<file path="src/rtl/dcq_pkg.sv">
package dcq_pkg;
  typedef enum logic [1:0] {
    QS_IDLE   = 2'd0,
    QS_READY  = 2'd1,
    QS_CONV   = 2'd2,
    QS_PAUSED = 2'd3
  } qstate_e;

  typedef enum logic [1:0] {
    SQ_IDLE,
    SQ_FETCH,
    SQ_DECODE,
    SQ_WAIT
  } seq_e;
endpackage

</file>
<file path="src/rtl/dcq_trig_sync.sv">
module dcq_trig_sync (
  input  logic clk,
  input  logic rst,
  input  logic async_in,
  output logic pulse
);
  logic s1, s2, s3;

  always_ff @(posedge clk) begin
    if (rst) begin
      s1 <= 1'b0;
      s2 <= 1'b0;
      s3 <= 1'b0;
    end else begin
      s1 <= async_in;
      s2 <= s1;
      s3 <= s2;
    end
  end

  assign pulse = s2 & ~s3;
endmodule

</file>
<file path="src/rtl/dcq_interval_timer.sv">
module dcq_interval_timer #(
  parameter int PERIOD = 1000
) (
  input  logic clk,
  input  logic rst,
  input  logic en,
  output logic expire
);
  localparam int CNT_W = (PERIOD > 2) ? $clog2(PERIOD) : 1;
  localparam logic [CNT_W-1:0] LAST = CNT_W'(PERIOD - 1);

  logic [CNT_W-1:0] cnt;

  always_ff @(posedge clk) begin
    if (rst) begin
      cnt    <= '0;
      expire <= 1'b0;
    end else if (!en) begin
      cnt    <= '0;
      expire <= 1'b0;
    end else if (cnt == LAST) begin
      cnt    <= '0;
      expire <= 1'b1;
    end else begin
      cnt    <= cnt + 1'b1;
      expire <= 1'b0;
    end
  end
endmodule

</file>
<file path="src/rtl/dcq_queue_ctrl.sv">
module dcq_queue_ctrl
  import dcq_pkg::*;
#(
  parameter int DEPTH = 16,
  localparam int IDX_W = $clog2(DEPTH)
) (
  input  logic             clk,
  input  logic             rst,
  input  logic             trig,
  input  logic             cont,
  input  logic             grant,
  input  logic             done,
  input  logic             pause,
  input  logic             eoq,
  output qstate_e          state,
  output logic [IDX_W-1:0] idx
);
  localparam logic [IDX_W-1:0] LAST_IDX = IDX_W'(DEPTH - 1);

  logic end_run;
  assign end_run = eoq | (done & (idx == LAST_IDX));

  always_ff @(posedge clk) begin
    if (rst) begin
      state <= QS_IDLE;
      idx   <= '0;
    end else begin
      case (state)
        QS_IDLE: begin
          if (trig) begin
            state <= QS_READY;
            idx   <= '0;
          end
        end
        QS_PAUSED: begin
          if (trig) state <= QS_READY;
        end
        QS_READY: begin
          if (grant) state <= QS_CONV;
        end
        QS_CONV: begin
          if (end_run) begin
            idx   <= '0;
            state <= cont ? QS_READY : QS_IDLE;
          end else if (done) begin
            idx   <= idx + 1'b1;
            state <= pause ? QS_PAUSED : QS_READY;
          end
        end
        default: state <= QS_IDLE;
      endcase
    end
  end
endmodule

</file>
<file path="src/rtl/dcq_sequencer.sv">
module dcq_sequencer
  import dcq_pkg::*;
#(
  parameter int DEPTH = 16,
  parameter int CH_W  = 6,
  localparam int IDX_W  = $clog2(DEPTH),
  localparam int ADDR_W = IDX_W + 1,
  localparam int CMD_W  = CH_W + 1
) (
  input  logic              clk,
  input  logic              rst,
  input  logic [1:0]        q_ready,
  input  logic [IDX_W-1:0]  idx0,
  input  logic [IDX_W-1:0]  idx1,
  output logic [1:0]        grant,
  output logic [1:0]        done,
  output logic [1:0]        eoq,
  output logic              pause_out,
  output logic              rd_en,
  output logic [ADDR_W-1:0] rd_addr,
  input  logic [CMD_W-1:0]  rd_data,
  output logic              conv_start,
  output logic [CH_W-1:0]   conv_chan,
  output logic              conv_qid,
  input  logic              conv_busy,
  input  logic              conv_done
);
  localparam logic [CH_W-1:0] EOQ_CODE = {CH_W{1'b1}};

  seq_e st;
  logic sel;
  logic pause_l;
  logic is_eoq;

  assign is_eoq = (rd_data[CH_W-1:0] == EOQ_CODE);

  always_comb begin
    grant[0] = (st == SQ_IDLE) & q_ready[0];
    grant[1] = (st == SQ_IDLE) & ~q_ready[0] & q_ready[1];
    for (int i = 0; i < 2; i++) begin
      eoq[i]  = (st == SQ_DECODE) & is_eoq & (sel == i[0]);
      done[i] = (st == SQ_WAIT) & conv_done & (sel == i[0]);
    end
  end

  assign pause_out = pause_l;

  always_ff @(posedge clk) begin
    if (rst) begin
      st         <= SQ_IDLE;
      sel        <= 1'b0;
      pause_l    <= 1'b0;
      rd_en      <= 1'b0;
      rd_addr    <= '0;
      conv_start <= 1'b0;
      conv_chan  <= '0;
      conv_qid   <= 1'b0;
    end else begin
      rd_en      <= 1'b0;
      conv_start <= 1'b0;
      case (st)
        SQ_IDLE: begin
          if (|q_ready) begin
            sel     <= ~q_ready[0];
            rd_en   <= 1'b1;
            rd_addr <= q_ready[0] ? {1'b0, idx0} : {1'b1, idx1};
            st      <= SQ_FETCH;
          end
        end
        SQ_FETCH: st <= SQ_DECODE;
        SQ_DECODE: begin
          if (is_eoq) begin
            st <= SQ_IDLE;
          end else if (!conv_busy) begin
            conv_start <= 1'b1;
            conv_chan  <= rd_data[CH_W-1:0];
            conv_qid   <= sel;
            pause_l    <= rd_data[CH_W];
            st         <= SQ_WAIT;
          end
        end
        SQ_WAIT: begin
          if (conv_done) st <= SQ_IDLE;
        end
        default: st <= SQ_IDLE;
      endcase
    end
  end
endmodule

</file>
<file path="src/rtl/dcq_arbiter_top.sv">
module dcq_arbiter_top
  import dcq_pkg::*;
#(
  parameter int DEPTH      = 16,
  parameter int CH_W       = 6,
  parameter int TMR_PERIOD = 1000,
  localparam int IDX_W  = $clog2(DEPTH),
  localparam int ADDR_W = IDX_W + 1,
  localparam int CMD_W  = CH_W + 1
) (
  input  logic              clk,
  input  logic              rst,
  input  logic              q1_ext_trig,
  input  logic              q1_sw_trig,
  input  logic              q1_cont,
  input  logic              q2_ext_trig,
  input  logic              q2_sw_trig,
  input  logic              q2_cont,
  input  logic              q2_tmr_en,
  output logic              cmd_rd_en,
  output logic [ADDR_W-1:0] cmd_rd_addr,
  input  logic [CMD_W-1:0]  cmd_rd_data,
  output logic              conv_start,
  output logic [CH_W-1:0]   conv_chan,
  output logic              conv_qid,
  input  logic              conv_busy,
  input  logic              conv_done,
  output logic [1:0]        q1_state,
  output logic [1:0]        q2_state
);
  logic [1:0]       ext_in, ext_pulse, sw_in, cont_in, trig;
  logic [1:0]       grant, done, eoq, ready;
  logic             pause;
  logic             tmr_expire;
  qstate_e          qst [2];
  logic [IDX_W-1:0] qidx [2];

  assign ext_in  = {q2_ext_trig, q1_ext_trig};
  assign sw_in   = {q2_sw_trig, q1_sw_trig};
  assign cont_in = {q2_cont, q1_cont};

  dcq_interval_timer #(.PERIOD(TMR_PERIOD)) u_tmr (
    .clk(clk), .rst(rst), .en(q2_tmr_en), .expire(tmr_expire)
  );

  for (genvar g = 0; g < 2; g++) begin : g_q
    dcq_trig_sync u_sync (
      .clk(clk), .rst(rst), .async_in(ext_in[g]), .pulse(ext_pulse[g])
    );

    if (g == 1) begin : g_tmr
      assign trig[g] = ext_pulse[g] | sw_in[g] | tmr_expire;
    end else begin : g_notmr
      assign trig[g] = ext_pulse[g] | sw_in[g];
    end

    dcq_queue_ctrl #(.DEPTH(DEPTH)) u_qc (
      .clk(clk), .rst(rst), .trig(trig[g]), .cont(cont_in[g]),
      .grant(grant[g]), .done(done[g]), .pause(pause), .eoq(eoq[g]),
      .state(qst[g]), .idx(qidx[g])
    );

    assign ready[g] = (qst[g] == QS_READY);
  end

  dcq_sequencer #(.DEPTH(DEPTH), .CH_W(CH_W)) u_seq (
    .clk(clk), .rst(rst), .q_ready(ready), .idx0(qidx[0]), .idx1(qidx[1]),
    .grant(grant), .done(done), .eoq(eoq), .pause_out(pause),
    .rd_en(cmd_rd_en), .rd_addr(cmd_rd_addr), .rd_data(cmd_rd_data),
    .conv_start(conv_start), .conv_chan(conv_chan), .conv_qid(conv_qid),
    .conv_busy(conv_busy), .conv_done(conv_done)
  );

  assign q1_state = qst[0];
  assign q2_state = qst[1];
endmodule

</file>
<file path="config.mk">
export PLATFORM = sky130hd
export DESIGN_NAME = dcq_arbiter_top
export DESIGN_NICKNAME = d
export VERILOG_FILES = /design/src/rtl/dcq_pkg.sv /design/src/rtl/dcq_trig_sync.sv /design/src/rtl/dcq_interval_timer.sv /design/src/rtl/dcq_queue_ctrl.sv /design/src/rtl/dcq_sequencer.sv /design/src/rtl/dcq_arbiter_top.sv
export SDC_FILE = /design/constraint.sdc
export NUM_CORES = 1
export LEC_CHECK = 0
export BUFFER_PORTS_ARGS = -buffer_cell sky130_fd_sc_hd__buf_2
export CAP_MARGIN = 10
export CORE_ASPECT_RATIO = 1.4
export CORE_MARGIN = 3
export CORE_UTILIZATION = 55
export CTS_BUF_LIST = sky130_fd_sc_hd__clkbuf_16
export DETAILED_ROUTE_END_ITERATION = 6
export PLACE_DENSITY = 0.82
export SKIP_CTS_REPAIR_TIMING = 1
export SLEW_MARGIN = 20
export SYNTH_ARGS = -nofsm -noshare
export SYNTH_HDL_FRONTEND = slang
export SYNTH_SLANG_ARGS = --single-unit
</file>
<file path="constraint.sdc">
create_clock -name clk -period 1.7 [get_ports clk]
set_input_delay 0.34 -clock clk [delete_from_list [all_inputs] [get_ports clk]]
set_output_delay 0.34 -clock clk [all_outputs]
set_load 0.02 [all_outputs]
</file>
Word-level counts from Yosys, hierarchy flattened:

Index checks and enable logic that the tools add are counted.

* bits in registers: 47
* input port bits: 18
* output and inout port bits: 18
* word-level logic and storage cells: 123

* $add $sub $neg: 3
* eq/ne operators: 24
* mux-type cells: 30
* bitwise operators: 27
* reduce and logical (&&, ||, !) cells: 19

Operator list (number)
* 2-to-1 mux 2 bit: 13
* 2-to-1 mux 4 bit: 6
* AND reduction 3 bit: 6
* one-hot mux 4 bit (2 select lines): 2
* AND 1 bit: 13
* == test 2 bit, second input constant: 6
* one-hot mux 2 bit (3 select lines): 2
* adder 10 x 1 -> 10 bit, second input constant: 1
* == test 10 bit, second input constant: 1
* OR reduction 2 bit: 5
* inverter 1 bit: 9
* adder 4 x 1 -> 4 bit, second input constant: 2
* == test 4 bit, second input constant: 2
* inequality test 2 x 1 -> 1 bit, second input constant: 4
* inequality test 2 bit, second input constant: 4
* one-hot mux 2 bit (4 select lines): 1
* == test 2 x 1 -> 1 bit, second input constant: 3
* == test 6 bit, second input constant: 1
* logical NOT 2 bit: 3
* inequality test 3 x 1 -> 1 bit, second input constant: 2
* OR reduction 3 bit: 2
* 2-to-1 mux 1 bit: 5
* 2-to-1 mux 5 bit: 1
* bitwise OR 1 bit: 5
* 3 further kinds: 4

Longest topological paths before layout:

* depth in word-level cells: 7
* mapped depth: 8
* depth with buffers taken out: 7

Cells and area by module:

From an unflattened synthesis, not the netlist that was laid out.

* cells, all modules: 250
* area total of the unflattened synthesis: 2309.7 sq um

Modules (own cells, without submodules)
* dcq_queue_ctrl: times used 2, cells an instance 47, area an instance 420.4 sq um, seq. area each 120.1 sq um
* dcq_sequencer: times used 1, cells an instance 86, area an instance 795.8 sq um, seq. area each 340.3 sq um
* dcq_interval_timer: times used 1, cells an instance 52, area an instance 473.0 sq um, seq. area each 220.2 sq um
* dcq_trig_sync: times used 2, cells an instance 7, area an instance 87.6 sq um, seq. area each 60.1 sq um
* dcq_arbiter_top: times used 1, cells an instance 4, area an instance 25.0 sq um, seq. area each 0.0 sq um

Worst setup path before layout:

OpenSTA, ideal clock, no wires.

* path kind: reg-to-reg
* start: register g_q[0].u_qc.state[1]
* end: register g_q[1].u_qc.state[0]
* library setup time: 128 ps
* arrival: 1597 ps
* data required time: 1572 ps
* path slack: -25 ps
* stages on the path, launching flop included: 9
* path buffers: 1
* clock period less this slack: 1725 ps
* cell sequence: dfxtp_1 -> inv_1 -> ha_1 -> buf_2 -> o31a_2 -> a21oi_1 -> o211ai_1 -> nand3_1 -> o21ai_0

* word-level cells in the longest chain between the ends: 6

RTL lines
* from (decl): line dcq_queue_ctrl.sv:15 `output qstate_e state,`
* from (signal assigned): line dcq_queue_ctrl.sv:44 `state <= cont ? QS_READY : QS_IDLE;`
* from (signal assigned): line dcq_queue_ctrl.sv:47 `state <= pause ? QS_PAUSED : QS_READY;`
* == test 2 x 1 -> 1 bit: line dcq_arbiter_top.sv:63 `assign ready[g] = (qst[g] == QS_READY);`
* inverter 1 bit: line dcq_sequencer.sv:39 `grant[1] = (st == SQ_IDLE) & ~q_ready[0] & q_ready[1];`
* AND 1 bit (2 in a row): line dcq_sequencer.sv:39
* inequality test 2 bit (no line)
* AND reduction 3 bit (no line)
* to (signal assigned): line dcq_queue_ctrl.sv:44
* to (signal assigned): line dcq_queue_ctrl.sv:47
* to (decl): line dcq_queue_ctrl.sv:15

Every way passes these cells.
A chain may end at the register's enable or synchronous reset.

Final worst setup path:

* start: register g_q[1].u_qc.idx[1]
* end: register g_q[1].u_qc.idx[1]

* word-level cells in the longest chain between the ends: 5
* elaborated cells on any way between the ends: 9
* those cells by class: add/sub (1); eq/ne (2); mux (3); bitwise (2); reduce/logical (1)

RTL lines
* from (decl): line dcq_queue_ctrl.sv:16 `output logic [IDX_W-1:0] idx`
* from (signal assigned): line dcq_queue_ctrl.sv:46 `idx <= idx + 1'b1;`
* branches (longest 5 deep; another with adder 4 x 1 -> 4 bit)

Parallel ways; which one is timed is not known. The select of a mux whose other input is x is not followed.

==> impl_summary.txt <==
----------------------------------------------------
[Flow run]
  Number of max-cap violations ... 0

[Cells and area]
  Growth of design area from synthesis to finish ... 21.9%
  Antenna fix cells ... 0
  Net total in the final layout ... between 300 and 400
  Layout cells sized above 1 ... 27.7%
  Most frequent standard cell in the layout excluding fill and tap cells ... sky130_fd_sc_hd__dfxtp_1
  Leading cell types in the layout, fill and taps excluded ... 43 x sky130_fd_sc_hd__dfxtp_1, 35 x sky130_fd_sc_hd__buf_2, 32 x sky130_fd_sc_hd__nor2_1

[Global route]
  Maximum number of pins on one net before global-route repair ... 20
  Final global-route overflow total ... 0
  Number of antenna violations at the first check in global routing ... 0
  Wire length of the first global-routing pass ... 7890 um
  Vias in the first global route ... around 1,900
  Global-route total usage across every layer ... 21.7%

[CTS]
  Reg clk slew, reported paths ... 0.06 ns
  Number of H-tree levels ... 2
  Clock insertion delay at the later pin of the skew report ... 0.28 ns
  CTS tree ... yes
  Clock sink count ... 46
  Clock root buffer ... sky130_fd_sc_hd__clkbuf_16
  Total clock buffers created by CTS ... 5
  Longest Clk Path Bufs ... 2

[Routing]
  Routed via count divided by cell count ... 5.74
  Via count ... 1,861
  Antenna-violating nets left ... 0
  Total DRC errors in the routed layout ... 0
  First-pass iteration count of the detailed router ... 4
  Initial DRC count ... 60
  Average wire per standard cell ... 14.8 um
  Total wire length after detailed routing ... about 4800 um

[Timing]
  RSZ-0062 raised after global routing ... true
  Setup violation total in the final timing report ... 0
  Post-Route Skew ... 0.00384 ns
  Period utilization ... a little over nine tenths
  Number of hold violations in the final report ... 0
  Final critical-path setup slack ... ~0.04 ns
  Worst Max-Slew Pin Slew ... 0.610 ns
  Slew Limit Fails ... 0
  Minimum clock period ... 1.66 ns
  Timing-limited maximum frequency ... about 0.6 GHz
  Worst rel slew slack ... 59.3%

[Worst setup path]
  Endpoint of the most critical register-to-register path ... g_q[1].u_qc.idx[1]
  Highest fanout seen on the critical path ... 5
  Worst reg2reg setup slack ... about 0.040 ns
  Critical Path AT ... 1.84 ns
  Worst Setup End Kind ... register
  Critical Path Start Type ... register
  Length in cells of the worst reg-to-reg path ... 6
  Crit path launch ... g_q[1].u_qc.idx[1]
  Capturing element of the worst setup path ... g_q[1].u_qc.idx[1]
  Category of the critical setup timing path ... register to register
  Required @ worst endpoint ... about 1.9 ns
  Worst reg2reg startpoint ... g_q[1].u_qc.idx[1]

[Synthesis]
  Mean instance size in the synthesized netlist ... a little over 9 um^2
  Dominant cell type by area after synthesis ... sky130_fd_sc_hd__dfxtp_1
  Number of register bits inferred by synthesis ... 46
  Largest cells by area after synthesis ... sky130_fd_sc_hd__dfxtp_1 43%, sky130_fd_sc_hd__mux2i_1 5.6%, sky130_fd_sc_hd__nor2_1 5.6%, sky130_fd_sc_hd__ha_1 5.2%, sky130_fd_sc_hd__a21oi_1 3.0%
  Fraction of post-synthesis cell area in the top cell type by area ... a little over two fifths
  Count of distinct cell types in the synthesized netlist ... 48
  Synthesized Nets ... around 270
  Share of the yosys chip area belonging to registers ... 42.6%
  Synthesized cell area ... ~2200 um^2
  Yosys warns ... 0
  Post-synthesis cell count ... 239

[Hold path]
  Min-Delay Path Class ... primary input to register
  Hold Path Depth ... 2
  Worst hold start ... q1_ext_trig

[Place]
  Hpwl dp ... 3460 um
  Port Buffers ... 35
  Final weighted congestion of routability-driven global placement ... 0.832
  Placement Setup Slack ... -0.0580 ns

[Power and ir drop]
  Highest ir drop seen on vdd ... 1.09 mV
  Leakage power ... 1.12 nW
  Power density cells ... ~1400 nW/um^2
  Total power of the final layout ... 0.00363 W

[Die]
  Count of pins on the block boundary ... 36
  Core area ... approximately 3700 um^2
  Starting Density ... 58.3%
  Chip Width ... 59.0 um
  Vert. Die Dim ... 80.2 um
  # rows ... 26
  Die Footprint ... ~4700 um^2

[Run status]
  Run status ... finished clean

----------------------------------------------------
-- where the power goes --
part	switching (W)	internal, W
clock network	0.000380	0.000530
logic	0.000798	0.000584
registers	0.000114	0.00122
total	0.00129	0.00233
-- per-layer routing --
layer,vias to the layer above,track usage (%),wire [um]
li1,943,-,-
met1,880,22.1,1950
met2,30,40.7,2610
met3,8,4.98,146
met4,0,9.30,80
met5,-,0,0
-- cell type report --
type	count	area (um^2)
multi-input cells	169	1210
fillers	286	1070
flip-flops and latches	46	925
repair buffers	48	273
clock buffers	5	125
well taps	42	52.6
inverters	12	45.0
clock inverters	2	10.0
-- worst max-delay path: stages (launching register included) --
cell and delay (ns):
sky130_fd_sc_hd__dfxtp_1 0.40, sky130_fd_sc_hd__ha_2 0.25, sky130_fd_sc_hd__nand4_1 0.11, sky130_fd_sc_hd__o21ai_0 0.28, sky130_fd_sc_hd__a21oi_2 0.08, sky130_fd_sc_hd__and4bb_2 0.23
sky130_fd_sc_hd__a31o_2 0.21
-- state kept, by name, summed over array words and instances, names as in the netlist --
register / cells
u_seq.pause_out: 1
g_q.u_qc.idx: 8
u_seq.conv_chan: 6
u_seq.sel: 1
u_seq.st: 2
u_tmr.cnt: 10
u_tmr.expire: 1
u_seq.conv_qid: 1
g_q.u_sync.s3: 2
u_seq.conv_start: 1
u_seq.rd_en: 1
g_q.u_qc.state: 4
g_q.u_sync.s2: 2
u_seq.rd_addr: 4
g_q.u_sync.s1: 2
-- per-stage QoR --
stage          util (%)  instance area [um^2]  setup TNS [ns]  std cells  hold WS [ns]
2_1_floorplan         -                  2160               0        239         0.413
3_3_place_gp       65.5                  2430               0        317         0.420
3_5_place_dp       65.5                  2430         -0.0580        317         0.432
4_1_cts            69.1                  2560          -0.130        324         0.269
5_1_grt            71.1                  2640          -0.250        324         0.297
6_report           71.1                  2640               0        324         0.268
-- cells by family (layout without fill, tap and decap cells) --
family,count (synthesis),count (layout),synth area share (%)
buf+inv,24,67,4.92
flops,46,46,42.6
compound gates,50,50,16.0
xor+xnor,6,6,2.43
simple gates,92,92,23.3
fa+ha+maj,9,9,5.21
mux,12,12,5.55
-- Yosys cell counts (all sizes together) --
library cell and count:
a211o 1, a211oi 6, a21oi 13, a22o 1, a311o 1, a311oi 2
a31o 2, a31oi 2, a32o 1, a41oi 1, and2 2, and3 2
and4 1, and4bb 1, buf 6, clkbuf 6, dfxtp 46, ha 9
inv 12, mux2i 12, nand2 12, nand2b 2, nand3 12, nand4 7
nand4b 2, nor2 32, nor2b 7, nor3 3, nor3b 3, nor4 1
nor4b 1, o2111ai 1, o211ai 4, o21ai 10, o31a 2, o31ai 2
o41ai 1, or3 3, or3b 1, xnor2 2, xor2 4
-- how the worst min path moves through the flow --
| stage | end |
|---|---|
| 4_1_cts | g_q[0].u_sync.s1 |
| 3_5_place_dp | u_tmr.cnt[0] |
| 2_1_floorplan | u_tmr.cnt[0] |
| 6_report | g_q[0].u_sync.s1 |
| 3_3_place_gp | g_q[1].u_sync.s2 |
| 5_1_grt | g_q[0].u_sync.s1 |
Power figures use the tool's default switching activity.
